## config.mk

```make
export PLATFORM = sky130hd
export DESIGN_NAME = dram_ctl
export DESIGN_NICKNAME = d
export VERILOG_FILES = /design/src/rtl/dramc_pkg.sv /design/src/rtl/dram_bank_map.sv /design/src/rtl/dram_parity.sv /design/src/rtl/dram_refresh_timer.sv /design/src/rtl/dram_ctl.sv
export SDC_FILE = /design/constraint.sdc
export NUM_CORES = 1
export LEC_CHECK = 0
export ABC_AREA = 1
export CORE_MARGIN = 2
export CORE_UTILIZATION = 42
export CTS_CLUSTER_DIAMETER = 40
export DETAILED_ROUTE_END_ITERATION = 8
export PLACE_DENSITY = 0.81
export SETUP_SLACK_MARGIN = 0.3
export SYNTH_ARGS = -nofsm -noshare
export SYNTH_HDL_FRONTEND = slang
export SYNTH_SLANG_ARGS = --single-unit
```

## constraint.sdc

```tcl
create_clock -name clk -period 5.51 [get_ports clk]
set_clock_uncertainty 0.2 [all_clocks]
set_input_delay 1.102 -clock clk [delete_from_list [all_inputs] [get_ports clk]]
set_output_delay 1.102 -clock clk [all_outputs]
set_load 0.02 [all_outputs]
```

## src/rtl/dramc_pkg.sv

```systemverilog
package dramc_pkg;
  localparam int ADDR_W = 28;
  localparam int DATA_W = 64;
  localparam int HALF_W = 32;
  localparam int N_HALF = DATA_W / HALF_W;
  localparam int N_BANK = 8;
  localparam int BANK_W = $clog2(N_BANK);
  localparam int LOC_W  = 11;
  localparam int MA_W   = 12;
  localparam int N_CAS  = 4;
  localparam int PH_W   = 3;
  localparam int REF_W  = 16;

  typedef enum logic [3:0] {
    ST_IDLE, ST_ROW, ST_ACT, ST_COL, ST_CAS, ST_PRE, ST_RCAS, ST_RRAS, ST_SELF
  } dc_state_e;

  typedef struct packed {
    logic [BANK_W-1:0] bank;
    logic [LOC_W-1:0]  row;
    logic [LOC_W-1:0]  col;
  } dc_loc_t;
endpackage

```

## src/rtl/dram_bank_map.sv

```systemverilog
module dram_bank_map
  import dramc_pkg::*;
(
  input  logic [ADDR_W-1:0] addr,
  input  logic [1:0]        size_sel,
  output dc_loc_t           loc
);
  localparam int WORD_W = ADDR_W - 3;
  logic [WORD_W-1:0] w;
  logic [2:0]        unused_byte;

  assign w = addr[ADDR_W-1:3];
  assign unused_byte = addr[2:0];

  always_comb begin
    case (size_sel)
      2'd0: begin
        loc.col  = {2'b00, w[8:0]};
        loc.row  = {2'b00, w[17:9]};
        loc.bank = w[20:18];
      end
      2'd1: begin
        loc.col  = {1'b0, w[9:0]};
        loc.row  = {1'b0, w[19:10]};
        loc.bank = w[22:20];
      end
      default: begin
        loc.col  = w[10:0];
        loc.row  = w[21:11];
        loc.bank = w[24:22];
      end
    endcase
  end
endmodule

```

## src/rtl/dram_parity.sv

```systemverilog
module dram_parity
  import dramc_pkg::*;
#(
  parameter bit PAR_ODD = 1'b0
) (
  input  logic [DATA_W-1:0] wdata,
  output logic [N_HALF-1:0] wpar,
  input  logic [DATA_W-1:0] rdata,
  input  logic [N_HALF-1:0] rpar,
  output logic [N_HALF-1:0] mismatch
);
  for (genvar h = 0; h < N_HALF; h++) begin : g_half
    assign wpar[h]     = (^wdata[h*HALF_W +: HALF_W]) ^ PAR_ODD;
    assign mismatch[h] = (^rdata[h*HALF_W +: HALF_W]) ^ PAR_ODD ^ rpar[h];
  end
endmodule

```

## src/rtl/dram_refresh_timer.sv

```systemverilog
module dram_refresh_timer
  import dramc_pkg::*;
(
  input  logic             clk,
  input  logic             rst_n,
  input  logic [REF_W-1:0] interval,
  input  logic             hold,
  input  logic             ack,
  output logic             pending
);
  logic [REF_W-1:0] cnt_q, cnt_d;
  logic             pend_d, hit;

  assign hit = (interval != '0) && !hold && (cnt_q == interval - 1'b1);

  always_comb begin
    cnt_d  = cnt_q;
    pend_d = pending;
    if (interval == '0 || hold) cnt_d = '0;
    else if (hit)               cnt_d = '0;
    else                        cnt_d = cnt_q + 1'b1;
    if (hit)      pend_d = 1'b1;
    else if (ack) pend_d = 1'b0;
  end

  always_ff @(posedge clk or negedge rst_n) begin
    if (!rst_n) begin
      cnt_q   <= '0;
      pending <= 1'b0;
    end else begin
      cnt_q   <= cnt_d;
      pending <= pend_d;
    end
  end

  // a due refresh is only withdrawn by the controller's acknowledgement
  a_r9_pending_held: assert property (@(posedge clk) disable iff (!rst_n)
    $fell(pending) |-> $past(ack));
endmodule

```

## src/rtl/dram_ctl.sv

```systemverilog
module dram_ctl
  import dramc_pkg::*;
#(
  parameter bit PAR_ODD = 1'b0
) (
  input  logic              clk,
  input  logic              rst_n,
  input  logic [1:0]        cfg_bank_size,
  input  logic [PH_W-1:0]   cfg_cas_hold,
  input  logic [PH_W-1:0]   cfg_precharge,
  input  logic [REF_W-1:0]  cfg_ref_interval,
  input  logic              cfg_self_refresh,
  input  logic              req_valid,
  output logic              req_ready,
  input  logic              req_write,
  input  logic [ADDR_W-1:0] req_addr,
  input  logic [N_HALF-1:0] req_wmask,
  input  logic [DATA_W-1:0] req_wdata,
  output logic              rd_valid,
  output logic [DATA_W-1:0] rd_data,
  output logic [N_HALF-1:0] rd_par_err,
  output logic [MA_W-1:0]   mem_addr,
  output logic [N_BANK-1:0] mem_ras_n,
  output logic [N_CAS-1:0]  mem_cas_n,
  output logic              mem_we_n,
  output logic [DATA_W-1:0] mem_dq_o,
  output logic              mem_dq_oe,
  input  logic [DATA_W-1:0] mem_dq_i,
  output logic [N_HALF-1:0] mem_par_o,
  input  logic [N_HALF-1:0] mem_par_i
);
  localparam int CAS_PER_HALF = N_CAS / N_HALF;

  dc_state_e         state_q, state_d;
  logic [PH_W-1:0]   cnt_q, cnt_d, n_cas, n_pre;
  dc_loc_t           loc_dec, loc_q;
  logic              wr_q;
  logic [N_HALF-1:0] wmask_q, mism;
  logic [DATA_W-1:0] wdata_q;
  logic              ref_pend, ref_ack, load_en, rd_cap;

  dram_bank_map u_map (.addr(req_addr), .size_sel(cfg_bank_size), .loc(loc_dec));

  dram_parity #(.PAR_ODD(PAR_ODD)) u_par (
    .wdata(wdata_q), .wpar(mem_par_o), .rdata(mem_dq_i), .rpar(mem_par_i), .mismatch(mism));

  dram_refresh_timer u_ref (
    .clk(clk), .rst_n(rst_n), .interval(cfg_ref_interval),
    .hold(cfg_self_refresh || state_q == ST_SELF), .ack(ref_ack), .pending(ref_pend));

  assign n_cas = (cfg_cas_hold == '0)  ? PH_W'(1) : cfg_cas_hold;
  assign n_pre = (cfg_precharge == '0) ? PH_W'(1) : cfg_precharge;

  assign req_ready = (state_q == ST_IDLE) && !cfg_self_refresh && !ref_pend;
  assign load_en   = req_ready && req_valid;
  assign rd_cap    = (state_q == ST_CAS) && (cnt_q == '0) && !wr_q;

  // next state
  always_comb begin
    state_d = state_q;
    cnt_d   = cnt_q;
    ref_ack = 1'b0;
    case (state_q)
      ST_IDLE: begin
        if (cfg_self_refresh || ref_pend) begin
          state_d = ST_RCAS;
          ref_ack = 1'b1;
        end else if (req_valid) begin
          state_d = ST_ROW;
        end
      end
      ST_ROW: state_d = ST_ACT;
      ST_ACT: state_d = ST_COL;
      ST_COL: begin
        state_d = ST_CAS;
        cnt_d   = n_cas - 1'b1;
      end
      ST_CAS, ST_RRAS: begin
        if (cnt_q == '0) begin
          state_d = ST_PRE;
          cnt_d   = n_pre - 1'b1;
        end else begin
          cnt_d = cnt_q - 1'b1;
        end
      end
      ST_PRE: begin
        if (cnt_q == '0) state_d = ST_IDLE;
        else             cnt_d   = cnt_q - 1'b1;
      end
      ST_RCAS: begin
        if (cfg_self_refresh) begin
          state_d = ST_SELF;
        end else begin
          state_d = ST_RRAS;
          cnt_d   = n_cas - 1'b1;
        end
      end
      ST_SELF: begin
        if (!cfg_self_refresh) begin
          state_d = ST_PRE;
          cnt_d   = n_pre - 1'b1;
        end
      end
      default: state_d = ST_IDLE;
    endcase
  end

  // control registers
  always_ff @(posedge clk or negedge rst_n) begin
    if (!rst_n) begin
      state_q    <= ST_IDLE;
      cnt_q      <= '0;
      rd_valid   <= 1'b0;
      rd_par_err <= '0;
    end else begin
      state_q    <= state_d;
      cnt_q      <= cnt_d;
      rd_valid   <= rd_cap;
      rd_par_err <= rd_cap ? mism : '0;
    end
  end

  // datapath registers, clock-enabled, no reset
  always_ff @(posedge clk) begin
    if (load_en) begin
      loc_q   <= loc_dec;
      wr_q    <= req_write;
      wmask_q <= req_wmask;
      wdata_q <= req_wdata;
    end
    if (rd_cap) rd_data <= mem_dq_i;
  end

  // pin drive
  always_comb begin
    mem_addr  = '0;
    mem_ras_n = '1;
    mem_cas_n = '1;
    case (state_q)
      ST_ROW:          mem_addr = MA_W'(loc_q.row);
      ST_ACT: begin
        mem_addr  = MA_W'(loc_q.row);
        mem_ras_n = ~(N_BANK'(1) << loc_q.bank);
      end
      ST_COL: begin
        mem_addr  = MA_W'(loc_q.col);
        mem_ras_n = ~(N_BANK'(1) << loc_q.bank);
      end
      ST_CAS: begin
        mem_addr  = MA_W'(loc_q.col);
        mem_ras_n = ~(N_BANK'(1) << loc_q.bank);
        for (int c = 0; c < N_CAS; c++)
          mem_cas_n[c] = wr_q ? !wmask_q[c / CAS_PER_HALF] : 1'b0;
      end
      ST_RCAS:         mem_cas_n = '0;
      ST_RRAS, ST_SELF: begin
        mem_cas_n = '0;
        mem_ras_n = '0;
      end
      default: ;
    endcase
  end

  assign mem_dq_oe = wr_q && (state_q == ST_COL || state_q == ST_CAS);
  assign mem_we_n  = !mem_dq_oe;
  assign mem_dq_o  = wdata_q;

  // at most one open bank, unless every bank is strobed for refresh
  a_r3_one_bank: assert property (@(posedge clk) disable iff (!rst_n)
    (mem_ras_n == '0) || ($countones(~mem_ras_n) <= 1));
  // a write strobe needs exactly one open bank
  a_r4_write_bank: assert property (@(posedge clk) disable iff (!rst_n)
    !mem_we_n |-> ($countones(~mem_ras_n) == 1));
  // all-bank row strobe is preceded by all column strobes low
  a_r8_cas_first: assert property (@(posedge clk) disable iff (!rst_n)
    ((mem_ras_n == '0) && ($past(mem_ras_n) == '1)) |-> ($past(mem_cas_n) == '0));
  // ready only while the array is quiet
  a_r10_ready_quiet: assert property (@(posedge clk) disable iff (!rst_n)
    req_ready |-> ((mem_ras_n == '1) && (mem_cas_n == '1)));
  // a parity flag only travels with read data
  a_r7_err_with_data: assert property (@(posedge clk) disable iff (!rst_n)
    (rd_par_err != '0) |-> rd_valid);
endmodule

```

# Word-level counts from Yosys, hierarchy flattened
# Index checks and enable logic that the tools add are counted.
[op_classes]
n_addsub = 5
eq_ne = 16
n_shift = 1
muxes = 27
n_bitwise = 3
reduce_logical = 40
[ops]
columns = ["operator", "n"]
rows = [
  ["$reduce_xor A32 Y1", 4],
  ["$pmux W25 S2", 1],
  ["$mux W16", 2],
  ["$pmux W4 S8", 1],
  ["$mux W4", 6],
  ["$pmux W11 S2", 1],
  ["$mux W3", 6],
  ["$add A16 B1 Y16 const B", 1],
  ["$eq A16 B16 Y1", 1],
  ["$eq A4 B3 Y1 const B", 4],
  ["$logic_not A16 Y1", 1],
  ["$pmux W8 S2", 1],
  ["$reduce_bool A16 Y1", 1],
  ["$sub A16 B1 Y16 const B", 1],
  ["$pmux W3 S5", 1],
  ["$ne A2 B2 Y1 const B", 5],
  ["$logic_not A3 Y1", 3],
  ["$sub A3 B1 Y3 const B", 3],
  ["$eq A4 B2 Y1 const B", 2],
  ["$logic_and A1 B1 Y1", 8],
  ["$not A8 Y8", 1],
  ["$pmux W4 S2", 1],
  ["$reduce_and A4 Y1", 2],
  ["$reduce_or A2 Y1", 4],
  ["15 further kinds", 31],
]
[word_totals]
regBits = 183
inputBits = 189
out_inout_bits = 160
elab_cells = 105

# Logic depth before layout (Yosys ltp)
# Gate-level depths: netlist of run 1.
[depth]
word_depth = 7
ltp_mapped = 14
depth_no_buf = 14

# Modules after synthesis
# Synthesis of run 1 repeated with hierarchy kept, for this count alone.
[hier_totals]
hier_cells = 1290
area_unflattened_um2 = 10478.8
[by_module_without_submodules]
columns = ["mod", "instances", "cells_each", "area_per_inst_um2", "seq_area_each_um2"]
rows = [
  ["dram_ctl", 1, 357, 5874.4, 4934.7],
  ["dram_parity", 1, 584, 2509.9, 0.0],
  ["dram_refresh_timer", 1, 276, 1724.2, 425.4],
  ["dram_bank_map", 1, 73, 370.4, 0.0],
]

# Least setup slack after synthesis of run 1
# Ideal clock, no wire load.
[synth_timing]
path_type = "register to register"
start = "reg state_q[3]"
end = "reg rd_valid"
setup_ps = 590
t_arrival_ps = 5210
required_ps = 4720
setup_slack_ps = -490
stages_incl_launch_ff = 4
path_buffers = 0
synth_period_minus_slack_ps = 6000
cell_sequence = "dfrtp_1 -> nor2_1 -> nand2_1 -> nor3_1"
[synth_via]
elab_chain_cells = 3
[synth_rtl]
columns = ["element", "line", "rtl"]
rows = [
  ["from (decl)", "dram_ctl.sv:34", "dc_state_e state_q, state_d;"],
  ["from (signal assigned)", "dram_ctl.sv:116", "state_q <= state_d;"],
  ["$eq A4 B3 Y1", "dram_ctl.sv:56", "assign rd_cap = (state_q == ST_CAS) && (cnt_q == '0) && !wr_q;"],
  ["$logic_and A1 B1 Y1 (2 in series)", "dram_ctl.sv:56", ""],
  ["net rd_cap", "dram_ctl.sv:40", "logic ref_pend, ref_ack, load_en, rd_cap;"],
  ["to (signal assigned)", "dram_ctl.sv:118", "rd_valid <= rd_cap;"],
  ["to (decl)", "dram_ctl.sv:19", "output logic rd_valid,"],
]
# The timed path passes the listed nets, and every way through them passes these cells.
# A chain may end at the register's enable or synchronous reset.

# Final worst setup path of run 1
[layout_timing]
start = "reg state_q[2]"
end = "out mem_ras_n[3]"
[layout_via]
elab_chain_cells = 3
word_cells_on_any_way = 8
cone_classes = "5 x eq/ne; 1 x mux; 2 x reduce/logical"
[layout_rtl]
columns = ["element", "line", "rtl"]
rows = [
  ["$eq A4 B3 Y1 (tied with other cells)", "dram_ctl.sv:139", "case (state_q)"],
  ["$reduce_or A3 Y1 (no source line) or $reduce_or A2 Y1 (tied branches)", "n/a", ""],
  ["$pmux W8 S2 (*)", "dram_ctl.sv:139", ""],
  ["to (decl)", "dram_ctl.sv:23", "output logic [N_BANK-1:0] mem_ras_n,"],
]
# Every way passes the cells marked *; elsewhere a longest branch is shown, timed or not.

==> results of run 1 <==
-- registers in the layout (all words and copies together), names as in the netlist --
signal         cells
rd_par_err         2
state_q            4
wr_q               1
loc_q             25
u_ref.cnt_q       16
wmask_q            2
u_ref.pending      1
rd_data           64
mem_dq_o          64
rd_valid           1
cnt_q              3
-- critical path: cells and delay by family (launching register included) --
kind	cells	cell delay (ps)
DFF	1	360
AOI/OAI and AO/OA	1	120
buffers and inverters	5	1310
and+or+nand+nor	5	670
-- synth_stat cells, types with 3 or more instances --
cell	n	area, µm²
nor3_1	6	30.03
o31ai_1	4	30.03
nor2_4	3	33.78
clkbuf_1	6	22.52
nor3_2	3	30.03
buf_4	3	22.52
xnor2_1	58	508.0
nor2_2	13	81.33
xor2_1	35	306.5
nand2_2	4	25.02
nand4_1	8	50.05
a21oi_1	7	35.03
edfxtp_1	156	4684
ha_1	6	75.07
nand2_1	511	1918
o21ai_0	32	160.2
inv_1	163	611.8
nor2_1	60	225.2
nand3_1	45	225.2
dfrtp_1	27	675.7
nand3_2	5	50.05
inv_2	4	15.01
-- final cells by class --
| cell class | count | area (µm²) | share of cell area (%) |
|---|---|---|---|
| multi-input combinational | 819 | 3970 | 27.41 |
| inverter | 167 | 626.9 | 4.329 |
| clock inverter | 14 | 206.4 | 1.426 |
| timing repair buffer | 349 | 3493 | 24.12 |
| sequential | 183 | 5360 | 37.01 |
| clock buffer | 17 | 425.4 | 2.938 |
| tap | 319 | 399.1 | 2.756 |
-- per-layer routing --
| metal | up-vias | GRT usage [%] |
|---|---|---|
| li1 | 4427 | - |
| met1 | 4040 | 22.64 |
| met2 | 294 | 40.56 |
| met3 | 37 | 7.676 |
| met4 | 2 | 7.079 |
| met5 | - | 0 |
-- power by group through the flow --
stage | clock, mW | combinational (mW) | sequential, mW
detailed placement | 0 | 1.84 | 1.74
finish | 1.31 | 1.84 | 1.71
global placement | 0 | 1.80 | 1.73
global route | 1.38 | 2.02 | 1.72
floorplan | 0 | 0.968 | 1.82
CTS | 1.34 | 1.85 | 1.71
-- metrics by stage --
step                setup WS [ps]  area [µm²]  hold slack [ps]  cells  power (mW)
floorplan                    1161       10000            273.0   1180       2.785
global placement             1639       13850            302.9   1837       3.532
CTS                          1293       14480            362.9   1868       4.901
global route                 1022       14480            431.3   1868       5.122
finish                       1339       14480            361.2   1868       4.859
detailed placement           1633       13850            292.6   1837       3.582
-- cell usage in the layout, fill, tap and decap left out, drive strengths merged, types with 8 or more instances in the layout --
cell,instances
nand3,51
nor3,9
nand4,8
dfrtp,27
xnor2,58
o21ai,33
nand2,515
nor2,77
clkbuf,17
clkdlybuf4s50,344
xor2,35
edfxtp,156
inv,174
-- worst max-delay path by stage --
stage,startpoint,endpoint,slack (ps),depth (start not counted)
global route,state_q[2],mem_ras_n[3],1020,11
CTS,state_q[2],mem_ras_n[2],1290,10
floorplan,cfg_self_refresh,loc_q[0],1160,3
global placement,cfg_self_refresh,req_ready,1640,5
finish,state_q[2],mem_ras_n[3],1340,11
detailed placement,cfg_self_refresh,req_ready,1630,5
-- logic make-up (layout without fill, tap and decap cells) --
group	count (synthesis)	count (layout)	share of synthesized area, %
buffers and inverters	178	547	6.823
adder cells (fa/ha/maj)	6	6	0.7512
XOR/XNOR	93	93	8.151
other	1	1	0.03753
AND/OR/NAND/NOR	667	667	27.71
AO/OA/AOI/OAI	52	52	2.892
flip-flops	183	183	53.64
==> qor.txt, run 1 <==
outcome: finished, final reports clean
initial cell density of the core: 42.70%
Avg Cell Area, Syn: 8.469 µm²
CP max stage delay: 620 ps
H-tree depth: 4
vias in the first global route: 8,496
Max Clk Rate: 239.7 MHz
Slowest-stage cell, CP: clkdlybuf4s50_1
Power Density: 335.5 mW/mm²
diodes inserted: 0
Root Buffer: clkbuf_16
reg2reg start: state_q[1]
antenna violations before repair: 1
R2R setup slack: 2940 ps
CORE AREA: 0.02340 mm²
Routed WL: 27,370 µm
CTS tree: built
Remaining Overflow, GRT: 0
WHS Path Cells: 2
die area: 0.02504 mm²
Wirelength per Cell: 14.65 µm
Top Layer Used: met5
CP dominant cell by count: inv_1
ratio of cells with drive above 1 in the final layout: 4.713%
Die Width: 158.3 µm
setup TNS: 0 ps
metal3 WL: 2482 µm
largest net degree at the start of global routing: 68
LEAKAGE: 6.433 nW
Seq pwr share: 35.2%
Placer Congestion: 0.8754
I/O Pins: 349
GR Util All Layers: 21.72%
Via-to-Cell Ratio: 4.711
Syn Nets: 1,375
part of the power in the clock network: 26.9%
Logic pwr share: 37.9%
total number of vias: 8,800
HP Class: flip-flop to flip-flop
max_slew headroom: 40.35%
CTS Hold Bufs: 0
clock-pin transition on the worst setup and hold timing paths: 70 ps
Clock Tree Buf Depth: 2
register area share after synthesis: 53.64%
Final Setup Violations: 0
Post-CTS Setup Bufs: 0
WL met1: 10,160 µm
area grow syn2layout: 44.91%
Pre-antenna DRT Iters: 5
clk sinks: 183
crit-path max FO: 12
antenna-violating nets left: 0
CTS Buf Count: 17
Top FF cell, synth: edfxtp_1
met2 WL post-DR: 14,160 µm
Post-synth EDFFs: 156
Crit. End Element: output port
Iter 0 DRT Violations: 502
FF-to-FF End: mem_dq_o[51]
fin util: 61.88%
global-route wire length before repair: 41,810 µm
die height: 158.3 µm
cells along the critical path: inv_1 > nor2_1 > nand2_1 > inv_1 > nor2_1 > inv_1 > nor2_1 > inv_1 > o21ai_0 > nand2_1 > clkdlybuf4s50_1
worst path arrival time: 2870 ps
port bufs: 344
Worst Reg2Reg Path Length in Cells: 6
CP Data Required Time: 4210 ps
switching power total: 1.721 mW
critical hold path startpoint: cnt_q[1]
Residual DRC: 0
# rows: 56
post-layout min period: 4171 ps
filler instances: 1,960
Detailed Place HPWL: 21,750 µm
final hold vios: 0
ys async rst share: 14.75%
Max IR drop VDD: 180.3 µV
number of max-cap violations: 0
Int Power: 3.138 mW
Slew Limit Fails: 0
final cycle utilization of the critical path: 75.70%
Nets: 1,732
Worst-Margin Slew: 894.7 ps
Worst Hold Endpoint: cnt_q[1]
Yosys warnings: 0
FF+latch count, synth: 183
Cell Area, Synth: 0.009993 mm²
Post-Syn Instances: 1,180
critical path startpoint category: flip-flop
critical path type: flip-flop to output port
RSZ-0062 raised after global routing: no
Skew-Pair Late Insertion Delay: 420 ps
switching portion of total power: 35.42%
number of gates resized after CTS: 0
Yosys cell types: 38
Note: power is estimated with default switching activity, not from simulation.
==> inputs of run 2 (changes only) <==
- CORE_UTILIZATION: 42 -> 46
- PLACE_DENSITY: 0.81 -> 0.84
- clock period: 5.51 -> 3.9 ns (I/O delays scaled with it)
==> run 2 against run 1 <==
  * Critical path depth shrank 3
  * Sequential power up 42%
  * Utilization grew 6.6 points
  * Global-route usage increased by 3.1 points
  * Via count grew 0.56%
  * Count of clock-buffer cells in the layout stayed put
  * Sequential share of layout area barely moved
  * Worst setup slack worse by 900 ps
  * First-iteration DRC count down 7.4%
  * Power up 39%
  * Sequential cell count unchanged
  * Critical path type unchanged
  * Largest cell class unchanged
==> qor.txt, run 2 (synthesis results as in run 1) <==
max_slew headroom: 42.44% (was 40.35%)
Int Power: 4.334 mW (was 3.138 mW)
Worst-Margin Slew: 863.4 ps (was 894.7 ps)
ratio of cells with drive above 1 in the final layout: 5.402% (was 4.713%)
Slew Limit Fails: 0 (unchanged)
commonest non-fill, non-tap cells in the layout: 510 x nand2_1, 336 x clkdlybuf4s50_1, 162 x inv_1, 156 x edfxtp_1 (was 511 x nand2_1, 344 x clkdlybuf4s50_1, 163 x inv_1, 156 x edfxtp_1, 59 x nor2_1)
Detailed Place HPWL: 22,680 µm (was 21,750 µm)
Worst Reg2Reg Path Length in Cells: 6 (unchanged)
part of the power in the clock network: 25.0% (was 26.9%)
Worst Hold Endpoint: u_ref.pending (was cnt_q[1])
die height: 151.4 µm (was 158.3 µm)
critical path startpoint category: flip-flop (unchanged)
CP Data Required Time: 2920 ps (was 4210 ps)
port bufs: 344 (unchanged)
number of max-cap violations: 0 (unchanged)
crit-path max FO: 2 (was 12)
Nets: 1,737 (was 1,732)
Crit. End Element: output port (unchanged)
Remaining Overflow, GRT: 0 (unchanged)
Residual DRC: 0 (unchanged)
Iter 0 DRT Violations: 465 (was 502)
Skew-Pair Late Insertion Delay: 430 ps (was 420 ps)
Logic pwr share: 39.4% (was 37.9%)
commonest non-fill, non-tap cell in the layout: nand2_1 (unchanged)
# rows: 53 (was 56)
outcome: finished, final reports clean (unchanged)
antenna violations before repair: 5 (was 1)
global-route wire length before repair: 43,390 µm (was 41,810 µm)
Placer Congestion: 0.8840 (was 0.8754)
RSZ-0062 raised after global routing: no (unchanged)
Wirelength per Cell: 15.43 µm (was 14.65 µm)
CORE AREA: 0.02115 mm² (was 0.02340 mm²)
reg2reg start: state_q[1] (unchanged)
total number of vias: 8,849 (was 8,800)
R2R setup slack: 1610 ps (was 2940 ps)
switching power total: 2.442 mW (was 1.721 mW)
final hold vios: 0 (unchanged)
switching portion of total power: 36.04% (was 35.42%)
setup TNS: 0 ps (unchanged)
H-tree depth: 4 (unchanged)
I/O Pins: 349 (unchanged)
clk sinks: 183 (unchanged)
pre-CTS WS: 482.6 ps (was 1633 ps)
HP Class: flip-flop to flip-flop (unchanged)
Critical Path Start: mem_dq_o[10] (was state_q[2])
critical hold path startpoint: u_ref.pending (was cnt_q[1])
WHS Path Cells: 2 (unchanged)
Multi-input gate area: 0.003990 mm² (was 0.003970 mm²)
Power Density: 467.8 mW/mm² (was 335.5 mW/mm²)
Max Clk Rate: 288.6 MHz
filler instances: 1,638 (was 1,960)
CTS tree: built (unchanged)
Root Buffer: clkbuf_16 (unchanged)
Clock Tree Buf Depth: 2 (unchanged)
clock-pin transition on the worst setup and hold timing paths: 70 ps (about the same)
FF-to-FF End: loc_q[0] (was mem_dq_o[51])
die area: 0.02292 mm² (was 0.02504 mm²)
setup ws final: 434.7 ps (was 1339 ps)
Routed WL: 28,290 µm (was 27,370 µm)
area grow syn2layout: 44.95% (was 44.91%)
CTS Buf Count: 17 (unchanged)
largest net degree at the start of global routing: 68 (unchanged)
Finished Cell Area: 0.01449 mm² (was 0.01448 mm²)
final cycle utilization of the critical path: 88.85%
GR Util All Layers: 24.86% (was 21.72%)
LEAKAGE: 6.492 nW (was 6.433 nW)
critical path type: flip-flop to output port (unchanged)
Die Width: 151.4 µm (was 158.3 µm)
initial cell density of the core: 47.24% (was 42.70%)
vias in the first global route: 8,659 (was 8,496)
Seq pwr share: 35.7% (was 35.2%)
area taken by flip-flops and latches: 0.005360 mm² (unchanged)
placed cell area: 0.01382 mm² (was 0.01385 mm²)
Pre-antenna DRT Iters: 5 (unchanged)
Max IR drop VDD: 325.3 µV (was 180.3 µV)
Via-to-Cell Ratio: 4.825 (was 4.711)
worst path arrival time: 2490 ps (was 2870 ps)
antenna-violating nets left: 0 (unchanged)
Final Setup Violations: 0 (unchanged)
post-layout min period: 3465 ps
-- run 2: cell types whose count changed in the layout (fill, tap and decap cells not counted), moves of 2 or more --
cell,previous run,this run
inv_6,1,5
nor2_1,59,57
nor2_2,13,15
inv_8,5,3
buf_4,4,7
buf_12,1,3
diode_2,0,4
clkdlybuf4s50_1,344,336
bufinv_16,2,0
dlymetal6s2s_1,0,8
-- run 2: worst max path at each step --
stage / end / slack [ps] / cells past startpoint
detailed placement: mem_ras_n[4] / 480 / 10
global placement: mem_ras_n[7] / 550 / 10
finish: mem_par_o[0] / 430 / 8
global route: mem_addr[6] / 300 / 9
floorplan: loc_q[0] / 890 / 3
CTS: mem_ras_n[7] / 360 / 10
-- run 2: routing by layer --
layer / global-route usage, % / wire, µm / vias up
met1: 26.95 / 10330 / 4070
met3: 8.343 / 2445 / 44
met5: 0 / 26 / -
li1: - / - / 4443
met4: 8.178 / 658 / 4
met2: 45.41 / 14830 / 288
-- run 2: per-stage QoR --
stage	hold WS (ps)	cells	util, %	total power [mW]
after floorplan	273.0	1180	-	3.934
after global routing	338.1	1833	68.46	7.165
final	317.7	1834	68.47	6.776
after CTS	319.0	1830	68.26	6.822
after detailed placement	303.9	1795	65.34	5.070
after global placement	299.5	1795	65.34	4.998
-- run 2: critical path: stages, from the launching register on --
cell and delay, ps:
edfxtp_1 480, xnor2_1 190, xnor2_1 300, xor2_1 190
nand2_1 80, nand2_1 60, nand3_1 60, nand2_1 60
clkdlybuf4s50_1 620
-- run 2: layout make-up --
| cell class | count | share of cell area [%] |
|---|---|---|
| Clock inverter | 15 | 1.054 |
| Antenna cell | 4 | 0.06910 |
| Multi-Input combinational cell | 819 | 27.55 |
| Sequential cell | 183 | 37.00 |
| Inverter | 167 | 4.328 |
| Timing Repair Buffer | 354 | 24.69 |
| Clock buffer | 17 | 2.937 |
| Tap cell | 275 | 2.375 |
-- run 2: power groups by stage --
| stage | Combinational [mW] | Sequential [mW] | Clock, mW |
|---|---|---|---|
| floorplan | 1.37 | 2.56 | 0 |
| global placement | 2.55 | 2.45 | 0 |
| detailed placement | 2.61 | 2.46 | 0 |
| CTS | 2.68 | 2.42 | 1.72 |
| global route | 2.92 | 2.44 | 1.81 |
| finish | 2.67 | 2.42 | 1.69 |
-- run 2: what timing repair did --
action	CTS	global route
hold buffers	0	0
gates resized for setup	2	12
endpoints found under the setup margin	19	19
setup buffers	3	0
pin swaps	1	0
